$ cat config.mk
export PLATFORM = sky130hd
export DESIGN_NAME = seg_addr_gen
export DESIGN_NICKNAME = d
export VERILOG_FILES = /design/src/rtl/seg_addr_pkg.sv /design/src/rtl/seg_regfile.sv /design/src/rtl/seg_select.sv /design/src/rtl/seg_addr_adder.sv /design/src/rtl/seg_addr_gen.sv
export SDC_FILE = /design/constraint.sdc
export NUM_CORES = 1
export LEC_CHECK = 0
export ABC_AREA = 1
export BUFFER_PORTS_ARGS = -buffer_cell sky130_fd_sc_hd__buf_2
export CORE_MARGIN = 3
export CORE_UTILIZATION = 50
export DETAILED_ROUTE_END_ITERATION = 12
export PLACE_DENSITY = 0.7
export SLEW_MARGIN = 40
export SYNTH_ARGS = -nofsm -noshare
export SYNTH_HDL_FRONTEND = slang
export SYNTH_SLANG_ARGS = --single-unit
$ cat constraint.sdc
create_clock -name clk -period 3.5 [get_ports clk]
set_clock_uncertainty 0.1 [all_clocks]
set_input_delay 0.175 -clock clk [delete_from_list [all_inputs] [get_ports clk]]
set_output_delay 0.175 -clock clk [all_outputs]
set_load 0.01 [all_outputs]
$ cat src/rtl/seg_addr_pkg.sv
package seg_addr_pkg;
  localparam int SEG_W    = 16;
  localparam int OFS_W    = 16;
  localparam int ADDR_W   = 20;
  localparam int NSEG     = 4;
  localparam int SEL_W    = $clog2(NSEG);

  typedef enum logic [1:0] {
    KIND_FETCH  = 2'd0,
    KIND_STACK  = 2'd1,
    KIND_DATA   = 2'd2,
    KIND_STRDST = 2'd3
  } acc_kind_e;

  typedef enum logic [2:0] {
    BASE_BX   = 3'd0,
    BASE_SI   = 3'd1,
    BASE_DI   = 3'd2,
    BASE_BP   = 3'd3,
    BASE_SP   = 3'd4,
    BASE_DISP = 3'd5,
    BASE_IP   = 3'd6,
    BASE_RSV  = 3'd7
  } base_tag_e;

  typedef enum logic [1:0] {
    SEG_CODE  = 2'd0,
    SEG_DATA  = 2'd1,
    SEG_EXTRA = 2'd2,
    SEG_STACK = 2'd3
  } seg_idx_e;

  typedef struct packed {
    logic              illegal;
    logic [ADDR_W-1:0] addr;
  } rsp_t;
endpackage

$ cat src/rtl/seg_regfile.sv
module seg_regfile
  import seg_addr_pkg::*;
#(
  parameter int N  = NSEG,
  parameter int W  = SEG_W,
  localparam int SW = $clog2(N)
) (
  input  logic          clk,
  input  logic          rst_n,
  input  logic          we,
  input  logic [SW-1:0] wsel,
  input  logic [W-1:0]  wdata,
  input  logic [SW-1:0] rsel,
  output logic [W-1:0]  rdata
);
  logic [W-1:0] regs [N];

  for (genvar g = 0; g < N; g++) begin : g_reg
    always_ff @(posedge clk) begin
      if (!rst_n)
        regs[g] <= '0;
      else if (we && (wsel == SW'(g)))
        regs[g] <= wdata;
    end
  end

  // forward a write in flight to a reader of the same register
  always_comb begin
    if (we && (wsel == rsel))
      rdata = wdata;
    else
      rdata = regs[rsel];
  end


  write_lands_chk: assert property (@(posedge clk) disable iff (!rst_n)
    we |=> (regs[$past(wsel)] == $past(wdata)));
endmodule

$ cat src/rtl/seg_select.sv
module seg_select
  import seg_addr_pkg::*;
(
  input  logic [1:0] kind,
  input  logic [2:0] base,
  input  logic       ovr_valid,
  input  logic [1:0] ovr_seg,
  output logic [1:0] sel
);
  logic [1:0] dflt;
  logic       ovr_ok;

  always_comb begin
    unique case (acc_kind_e'(kind))
      KIND_FETCH:  dflt = SEG_CODE;
      KIND_STACK:  dflt = SEG_STACK;
      KIND_STRDST: dflt = SEG_EXTRA;
      default: begin
        if (base == BASE_BP || base == BASE_SP)
          dflt = SEG_STACK;
        else
          dflt = SEG_DATA;
      end
    endcase
  end

  assign ovr_ok = ovr_valid && (kind == KIND_STACK || kind == KIND_DATA);
  assign sel    = ovr_ok ? ovr_seg : dflt;
endmodule

$ cat src/rtl/seg_addr_adder.sv
module seg_addr_adder
  import seg_addr_pkg::*;
#(
  parameter int IN_W = 32,
  parameter int SW   = SEG_W,
  parameter int OW   = OFS_W,
  parameter int AW   = ADDR_W,
  localparam int SH  = AW - SW
) (
  input  logic [SW-1:0]   seg,
  input  logic [IN_W-1:0] offset,
  output logic [AW-1:0]   addr,
  output logic            illegal
);
  logic [AW-1:0] seg_sh;
  logic [AW-1:0] ofs_ext;
  logic [AW-1:0] sum;

  assign seg_sh  = {seg, {SH{1'b0}}};
  assign ofs_ext = {{(AW-OW){1'b0}}, offset[OW-1:0]};
  assign sum     = seg_sh + ofs_ext;

  if (IN_W > OW) begin : g_wide
    assign illegal = |offset[IN_W-1:OW];
  end else begin : g_narrow
    assign illegal = 1'b0;
  end

  assign addr = illegal ? '0 : sum;
endmodule

$ cat src/rtl/seg_addr_gen.sv
module seg_addr_gen
  import seg_addr_pkg::*;
#(
  parameter int OFS_IN_W = 32
) (
  input  logic                clk,
  input  logic                rst_n,
  input  logic                req_valid,
  output logic                req_ready,
  input  logic [1:0]          req_kind,
  input  logic [2:0]          req_base,
  input  logic [OFS_IN_W-1:0] req_offset,
  input  logic                ovr_valid,
  input  logic [1:0]          ovr_seg,
  input  logic                seg_we,
  input  logic [1:0]          seg_wsel,
  input  logic [SEG_W-1:0]    seg_wdata,
  output logic                rsp_valid,
  input  logic                rsp_ready,
  output logic [ADDR_W-1:0]   rsp_addr,
  output logic                rsp_illegal
);
  logic [1:0]        sel;
  logic [SEG_W-1:0]  seg_val;
  logic [ADDR_W-1:0] addr_nx;
  logic              ill_nx;
  logic              take;
  rsp_t              out_q;
  logic              vld_q;

  seg_select u_sel (
    .kind      (req_kind),
    .base      (req_base),
    .ovr_valid (ovr_valid),
    .ovr_seg   (ovr_seg),
    .sel       (sel)
  );

  seg_regfile #(.N(NSEG), .W(SEG_W)) u_rf (
    .clk   (clk),
    .rst_n (rst_n),
    .we    (seg_we),
    .wsel  (seg_wsel),
    .wdata (seg_wdata),
    .rsel  (sel),
    .rdata (seg_val)
  );

  seg_addr_adder #(.IN_W(OFS_IN_W), .SW(SEG_W), .OW(OFS_W), .AW(ADDR_W)) u_add (
    .seg     (seg_val),
    .offset  (req_offset),
    .addr    (addr_nx),
    .illegal (ill_nx)
  );

  assign req_ready = !vld_q || rsp_ready;
  assign take      = req_valid && req_ready;

  always_ff @(posedge clk) begin
    if (!rst_n) begin
      vld_q <= 1'b0;
      out_q <= '0;
    end else begin
      if (take) begin
        vld_q         <= 1'b1;
        out_q.addr    <= addr_nx;
        out_q.illegal <= ill_nx;
      end else if (rsp_ready) begin
        vld_q <= 1'b0;
      end
    end
  end

  assign rsp_valid   = vld_q;
  assign rsp_addr    = out_q.addr;
  assign rsp_illegal = out_q.illegal;


  hold_under_stall_chk: assert property (@(posedge clk) disable iff (!rst_n)
    (rsp_valid && !rsp_ready) |=> (rsp_valid && $stable(rsp_addr) && $stable(rsp_illegal)));


  ready_when_empty_chk: assert property (@(posedge clk) disable iff (!rst_n)
    !rsp_valid |-> req_ready);


  accept_gives_result_chk: assert property (@(posedge clk) disable iff (!rst_n)
    (req_valid && req_ready) |=> rsp_valid);


  illegal_zero_chk: assert property (@(posedge clk) disable iff (!rst_n)
    (rsp_valid && rsp_illegal) |-> (rsp_addr == '0));


  fetch_code_chk: assert property (@(posedge clk) disable iff (!rst_n)
    (req_kind == KIND_FETCH) |-> (sel == SEG_CODE));


  strdst_extra_chk: assert property (@(posedge clk) disable iff (!rst_n)
    (req_kind == KIND_STRDST) |-> (sel == SEG_EXTRA));
endmodule

## Yosys cells after proc, flatten, opt, wreduce, memory -nomap -nowiden

Memory sizes are Yosys's and may differ from the RTL's.
Index checks and enable logic that the tools add are counted.

- Memories kept: 1
- Output and inout port bits: 23
- RAM bits: 64
- Register bits after elaboration: 22

- Multiplexer cells: 24
- Equality and inequality tests: 9
- Bitwise operators: 4
- Reductions and logical operators: 15
- $add $sub $neg: 1

Memory list:

| name | words | width | read ports | clocked after Yosys merged registers in | wr ports | RTL line | text |
|---|---|---|---|---|---|---|---|
| u_rf.regs | 4 | 16 | 1 | 0 | 4 | seg_regfile.sv:16 | `logic [W-1:0] regs [N];` |

Operator list:

| operator | count |
|---|---|
| $mux 16 | 5 |
| $add 20x16->20 | 1 |
| $mux 20 | 1 |
| $reduce_or 16->1 | 1 |
| $mux 1 | 15 |
| $eq 2x2->1 const B | 4 |
| $logic_and 1x1->1 | 7 |
| $pmux 2 s3 | 1 |
| $eq 2x1->1 const B | 2 |
| $logic_not 2->1 | 2 |
| $mux 2 | 2 |
| $or 1x1->1 | 4 |
| $eq 3x2->1 const B | 1 |
| $eq 3x3->1 const B | 1 |
| $logic_or 1x1->1 | 3 |
| $eq 2x2->1 | 1 |
| $reduce_bool 2->1 | 1 |
| $logic_not 1->1 | 1 |

## Longest topological paths before layout

Gate-level depths: netlist (run 1).

- Depth after elaboration: 10
- Gate-level depth with buffers: 25

## Cells and area by module

A second synthesis (run 1) with hierarchy kept.

- Cell total of the unflattened synthesis: 786
- Area total of the unflattened synthesis: 5,535.3 µm²

By module, submodules not included:

| module | cells an instance | times used | area an instance (µm²) |
|---|---|---|---|
| seg_regfile | 412 | 1 | 3,358.2 |
| seg_addr_adder | 212 | 1 | 1,039.7 |
| seg_addr_gen | 142 | 1 | 1,032.2 |
| seg_select | 20 | 1 | 105.1 |

## Worst setup path before layout (run 1)

OpenSTA, ideal clock, no wires.

- Path type: input-to-reg
- Start: input port req_kind[0]
- End: register out_q (netlist bit rsp_addr[13])
- Stages: 19
- Buffers on the path: 2
- Data arrival time: 2,949 ps
- Path slack: 318 ps
- Cells stage by stage: inv_1 -> ha_1 -> inv_1 -> nand2_2 -> buf_2 -> buf_2 -> mux2i_1 -> nand3_1 -> nand3_1 -> o21ai_0 -> ha_1 -> a21oi_1 -> a21boi_0 -> o21ai_0 -> nand3_1 -> nand2_1 -> or2_2 -> nand3_1 -> a21oi_1

- Cells in the longest elaborated chain, start to end: 9
- Elaborated cells on any way between the ends: 14
- Those cells by class: add/sub: 1; eq/ne: 4; mux: 4; reduce/logical: 4; memory: 1

Ends and longest elaborated chain:

| what | RTL line | text |
|---|---|---|
| start, declared | seg_addr_gen.sv:10 | `input logic [1:0] req_kind,` |
| parallel branches: the longest is 3 deep, another holds $pmux 2 s3 | -- |  |
| $mux 2 (*) | seg_select.sv:28 | `assign sel = ovr_ok ? ovr_seg : dflt;` |
| parallel branches: the longest is 2 deep, another holds $mem_v2 4x16 | -- |  |
| $mux 16 (*) | seg_regfile.sv:29 | `if (we && (wsel == rsel))` |
| $add 20x16->20 (*) | seg_addr_adder.sv:21 | `assign sum = seg_sh + ofs_ext;` |
| $mux 20 (*) | seg_addr_adder.sv:29 | `assign addr = illegal ? '0 : sum;` |
| end, declared | seg_addr_gen.sv:28 | `rsp_t out_q;` |

Every way passes the cells marked *.
A chain may end at the register's enable or synchronous reset.

## Worst setup path after layout (run 1)

Ends and elaborated chain as after synthesis.

==> impl_results.md, run 1 <==
- Via count: ~4,000
- Final layout net count: between 700 and 800
- PortBufs: 85
- Final wirelength: 11,600 um
- Total Power: between 2 and 2.5 mW
- Asr flop ratio synth: 0
- Initial Utilization: 0.524
- Synth Register Bits: 86
- Share of cells above drive strength 1: 0.222
- Post-synth cell types: 35
- Slew HR: 0.464
- First-pass GRT wire length: around 18,000 um
- Ports: 86
- CP delay by family, top: compound AO/OA/AOI/OAI gates
- WP buf/inv: 4
- Worst-path maximum fanout: 16
- Gr usage total: 0.229
- CP peak stage delay: roughly 0.44 ns
- Initial antenna violation count: 0
- Syn avg cell area: between 8 and 9 sq um
- Fin Hold WS: approximately 0.018 ns
- Placed instance area: about 5300 sq um
- Post-DP HPWL: between 8000 and 9000 um
- EDFF count, synth: 64
- Top FF cell, synth: edfxtp_1
- TNS Setup: 0 ns
- CTS root buffer: clkbuf_8
- Antenna Nets Post-Route: 0
- Hold Fails Final Rpt: 0
- CP Data Arrival Time: about 3.3 ns
- Vias per cell: 5.41
- Final Cycle Share: 0.923
- DRC: 0
- Area of the multi-input gates: about 2000 sq um
- CTS Sinks: 86
- CTS tree: built
- CTS Buf Count: 9
- Worst setup SP type: primary input
- Slowest cell on the critical path: o21ai_0
- Worst min-delay path class: primary input to flip-flop
- RSZ-0062 raised after global routing: false
- Number of max-cap violations: 0
- Post-CTS Setup Inserts: 0
- DRT iter0 DRCs: approximately 200
- Die Ht: 103 um
- Pre-CTS setup slack: -0.110 ns
- ANT cells: 0
- Critical Path Sink Type: flip-flop
- Crit Path Class: primary input to flip-flop
- Sequential area share after synthesis: 0.507
- Clk_lat worst skew: between 0.3 and 0.4 ns
- Row cnt: 34
- Gpl congestion: approximately 0.93
- CP required: between 3 and 4 ns
- Setup ws final: between 0.2 and 0.3 ns
- H-Tree Depth: 3
- PwrDens: ~440 nW/um^2
- Vias in the first global route: ~3,900
- Drt first pass iters: 5
- Register area: 2360 sq um
- Yosys top cell by area: edfxtp_1
- Area contributors post-synth: edfxtp_1 41%, dfxtp_1 9.4%, nor2_1 7.1%, nand2_1 6.2%, nand3_1 6.1%
- CP Cell Sequence: buf_2, inv_1, ha_1, inv_1, nand3_1, a21boi_2, nand3_2, o21ai_0, ha_1, nand2_1, inv_1, a21boi_0, o21ai_0, nand3_1, nand2_1, or2_2, nand3_1, a21oi_1
- Status: finished, final reports clean
- Ys Warns: 0
- Syn Nets: 620
- Total Die Area: approximately 11,000 sq um
- Area Growth Syn to Fin: 18.9%
- Post-Synthesis Cell Area: between 4000 and 5000 sq um
- Synth cell count leaders: 88 x nor2_1, 77 x nand2_1, 64 x edfxtp_1, 57 x nand3_1, 52 x inv_1
- FILL cells: roughly 800
- Die Span X: roughly 100 um
- Core ar.: ~9000 sq um
- Clock transition at path regs: 0.08 ns
- Syn Inst Count: 538
- Total gr overflow: 0
- Min Tclk post-route: between 3 and 4 ns
- Largest net degree at the start of global routing: 34
- Peak VDD IR: 0.000288 V
- Final Cell Area: ~5500 sq um
- Maximum clock path buffer count: 2
- Most common cell in the netlist: nor2_1
- Finish-stage setup viols: 0
- Fmax: 0.310 GHz
- Routed WL per cell: about 15 um
- LEAKAGE: ~2.6 nW
- Count of pins over their slew limit: 0
- Post-synth top area share: 0.412
- Transition time of the tightest slew-check pin: between 0.8 and 0.9 ns
through the flow:
step           std cells  utilization
3_3_place_gp         730        0.596
3_5_place_dp         730        0.596
6_report             752        0.623
5_1_grt              752        0.623
2_1_floorplan        538            -
4_1_cts              750        0.620
logic make-up after synthesis:
family,share of synthesized area
xor+xnor,0.00188
mux,0.0258
compound gates,0.108
fa+ha+maj,0.0526
flops,0.507
buf+inv,0.0644
simple gates,0.240
metal layers:
metal,global-route usage,vias to the layer above,routed length (um)
li1,-,2028,-
met1,0.281,1881,5020
met5,0,-,0
met3,0.0602,12,850
met4,0.0636,0,143
met2,0.398,147,5620
final cells by class:
cell class / count / share of cell area
repair buffers: 114 / 0.121
well taps: 108 / 0.0244
inverters: 52 / 0.0352
flip-flops and latches: 86 / 0.426
multi-input cells: 376 / 0.361
clock inverters: 6 / 0.00836
clock buffers: 10 / 0.0230
report_power, final:
part           internal (mW)  switching [mW]
Combinational          0.253           0.383
Sequential              1.15          0.0153
Clock                  0.264           0.372
Total                   1.67           0.770
sequential cells by signal (all words and copies together) (netlist names):
| signal | count |
|---|---|
| rsp_addr | 20 |
| rsp_illegal | 1 |
| rsp_valid | 1 |
| u_rf.regs | 64 |
final timing paths:
path	startpoint	endpoint	slack [ns]	cells after the start
max	req_kind[0]	rsp_addr[13]$_SDFFE_PN0P_	0.27	18
min	rsp_ready	rsp_valid$_SDFFE_PN0P_	0.02	4
max reg2reg	u_rf.regs[3][0]$_SDFFCE_PN0P_	rsp_addr[16]$_SDFFE_PN0P_	0.76	17
min reg2reg	rsp_addr[16]$_SDFFE_PN0P_	rsp_addr[16]$_SDFFE_PN0P_	0.37	2
layout by cell type, fill, tap and decap left out, drive strengths merged:
cell type / instances
inv: 54
a21o: 2
clkbuf: 10
clkinv: 3
ha: 18
buf: 110
a32oi: 1
dlygate4sd3: 4
nor4: 4
o2111ai: 1
a21boi: 3
fa: 1
nor3: 1
nand4: 9
nand3: 58
o21ai: 40
a22oi: 1
nor2: 91
or2: 3
a21oi: 43
xor2: 1
nand2: 85
mux2i: 12
clkinvlp: 1
a2bb2oi: 1
edfxtp: 64
dfxtp: 22
o211ai: 1
worst min-delay path: cells and delay by family:
| kind | cells | cell delay, ns |
|---|---|---|
| AO/OA/AOI/OAI | 1 | 0.07 |
| buffers and inverters | 2 | 0.10 |
| AND/OR/NAND/NOR | 1 | 0.08 |
repair_timing:
action / CTS / global route
resized for setup: 0 / 2
hold endpoints to repair: 4 / 0
hold buffers: 4 / 0
endpoints found under the setup margin: 0 / 2
Power figures use the tool's default switching activity.
==> inputs of run 2 (changes only) <==
--- a/config.mk
+++ b/config.mk
@@ -6,11 +6,11 @@
 export NUM_CORES = 1
 export LEC_CHECK = 0
 export ABC_AREA = 1
-export BUFFER_PORTS_ARGS = -buffer_cell sky130_fd_sc_hd__buf_2
 export CORE_MARGIN = 3
 export CORE_UTILIZATION = 50
 export DETAILED_ROUTE_END_ITERATION = 12
-export PLACE_DENSITY = 0.7
+export DONT_BUFFER_PORTS = 1
+export PLACE_DENSITY = 0.62
 export SLEW_MARGIN = 40
 export SYNTH_ARGS = -nofsm -noshare
 export SYNTH_HDL_FRONTEND = slang
==> run 2 against run 1 <==
Against the previous run:
- total power rose by 1.0%
- clock-buffer cell count down 1
- critical path depth is 5 higher
- hold slack worse by 0.0060 ns
- first-iteration DRC count increased by 0.51%
- die area is the same
- global-route usage increased by 0.76 points
- sequential power barely moved
- sequential share of layout area increased by 2.8 points
- largest power group unchanged
- utilization down 3.9 points
- worst setup slack better by 0.12 ns
==> impl_results.md, run 2 (synthesized netlist as in run 1, its figures left out) <==
- Total gr overflow: 0
- FF-to-FF Start: u_rf.regs[3][0]$_SDFFCE_PN0P_
- Fin Hold WS: roughly 0.012 ns
- Final core occ: 0.584
- Slew HR: 0.466
- R2r worst-path depth: 17
- Min Tclk post-route: about 3.1 ns
- Clock transition at path regs: about 0.090 ns
- Final Cycle Share: 0.888
- Worst-path maximum fanout: 25
- Pre-CTS setup slack: -0.0585 ns
- Core ar.: 8890 sq um
- CP Data Arrival Time: 3.23 ns
- Row cnt: 34
- Hold Fails Final Rpt: 0
- Area Growth Syn to Fin: 11.5%
- Maximum clock path buffer count: 2
- Largest net degree at the start of global routing: 26
- ANT cells: 0
- Non-Filler Instances: about 670
- Worst Setup SP: req_kind[0]
- Worst setup SP type: primary input
- Top reg by flops: u_rf.regs
- PwrDens: about 470 nW/um^2
- Finish-stage setup viols: 0
- Vias in the first global route: between 3,000 and 4,000
- Status: finished, final reports clean
- Worst min-delay path class: primary input to flip-flop
- Die Ht: ~100 um
- Commonest non-fill, non-tap cells in the layout: 88 x nor2_1, 76 x nand2_1, 64 x edfxtp_1
- CTS tree: built
- PortBufs: 0
- LEAKAGE: about 2.2 nW
- Initial antenna violation count: 0
- Initial Utilization: 0.524
- Reg2reg setup slack: approximately 0.78 ns
- Hold path start: seg_wdata[14]
- CTS root buffer: clkbuf_8
- Critical Path Sink: rsp_addr[18]$_SDFFE_PN0P_
- Total Power: between 2 and 2.5 mW
- RR Endpoint: rsp_addr[18]$_SDFFE_PN0P_
- Commonest non-fill, non-tap cell in the layout: nor2_1
- Cells after DPL: roughly 640
- Drt first pass iters: 5
- Final Cell Area: 5200 sq um
- First-pass GRT wire length: ~19,000 um
- CTS Buf Count: 9
- Placed instance area: 4800 sq um
- Final layout net count: 640
- Critical Path Sink Type: flip-flop
- Transition time of the tightest slew-check pin: between 0.7 and 0.8 ns
- Antenna Nets Post-Route: 0
- Gr usage total: 0.236
- Via count: between 3,000 and 4,000
- Final wirelength: 12,100 um
- Share of cells above drive strength 1: 0.0888
- TNS Setup: 0 ns
- RSZ-0062 raised after global routing: false
- DRT iter0 DRCs: a little under 200
- DRC: 0
- Post-CTS Setup Inserts: 0
- Vias per cell: ~5.8
- Gpl congestion: 0.912
- Clk_lat worst skew: 0.36 ns
- Routed WL per cell: between 15 and 20 um
- Setup ws final: between 0.3 and 0.4 ns
- Ports: 86
- CTS Sinks: between 80 and 90
- Number of max-cap violations: 0
- H-Tree Depth: 3
- Peak VDD IR: approximately 0.00022 V
- Die Span X: a little over 100 um
- Count of pins over their slew limit: 0
- Total Die Area: ~11,000 sq um
- Max reg flops: 64
- Crit Path Class: primary input to flip-flop
- Fmax: roughly 0.32 GHz
- Post-DP HPWL: ~8400 um
- CP required: approximately 3.6 ns
## run 2: cell types whose count changed in the layout (fill, tap and decap cells not counted), sizes merged
cell	previous run	this run
clkbuf	10	9
dlygate4sd3	4	16
bufinv	0	1
buf	110	17
## run 2: worst min path at each step
stage	slack (ns)	end	cells after the start
floorplan	0.22	rsp_addr[0]$_SDFFE_PN0P_	2
global placement	0.22	rsp_illegal$_SDFFE_PN0P_	2
detailed placement	0.23	rsp_addr[3]$_SDFFE_PN0P_	2
CTS	0.004	u_rf.regs[3][14]$_SDFFCE_PN0P_	2
global route	0.01	u_rf.regs[2][13]$_SDFFCE_PN0P_	2
finish	0.01	u_rf.regs[3][14]$_SDFFCE_PN0P_	2
## run 2: cell type report
class / instances / area, sq um
clock buffers: 9 / 124
clock inverters: 7 / 71.3
fillers: 793 / 3690
inverters: 52 / 195
multi-input cells: 376 / 2000
flip-flops and latches: 86 / 2360
well taps: 108 / 135
repair buffers: 33 / 308
## run 2: routing by layer
layer	global-route usage	share of wire	vias up
met5	0	0	-
met4	0.0696	0.015	0
met3	0.0548	0.078	17
met2	0.393	0.48	162
met1	0.309	0.42	1819
li1	-	-	1866
## run 2: repair_timing
action                                  CTS  global route
resized for setup                         0             1
endpoints found under the setup margin    0             1
hold buffers                             16             0
hold endpoints to repair                 28             0
## run 2: worst max-delay path, cell delays in order
cell       delay, ns
inv_1           0.02
ha_1            0.30
nor2_2          0.16
a21oi_2         0.06
nand2_4         0.09
nand3_1         0.15
nand3_2         0.15
buf_12          0.16
nand3_1         0.09
o21ai_1         0.14
ha_1            0.21
inv_1           0.06
fa_1            0.37
nor2_1          0.20
nand2_1         0.10
nand2_1         0.11
nand3_1         0.11
o2111ai_1       0.15
nand2_1         0.11
nand2_1         0.10
nand2_1         0.06
nand2_1         0.08
a21oi_1         0.06
## run 2: report_power, final
group          internal [mW]  total [mW]  switching (mW)
Sequential              1.15        1.17          0.0159
Clock                  0.332       0.716           0.384
Combinational          0.208       0.581           0.373
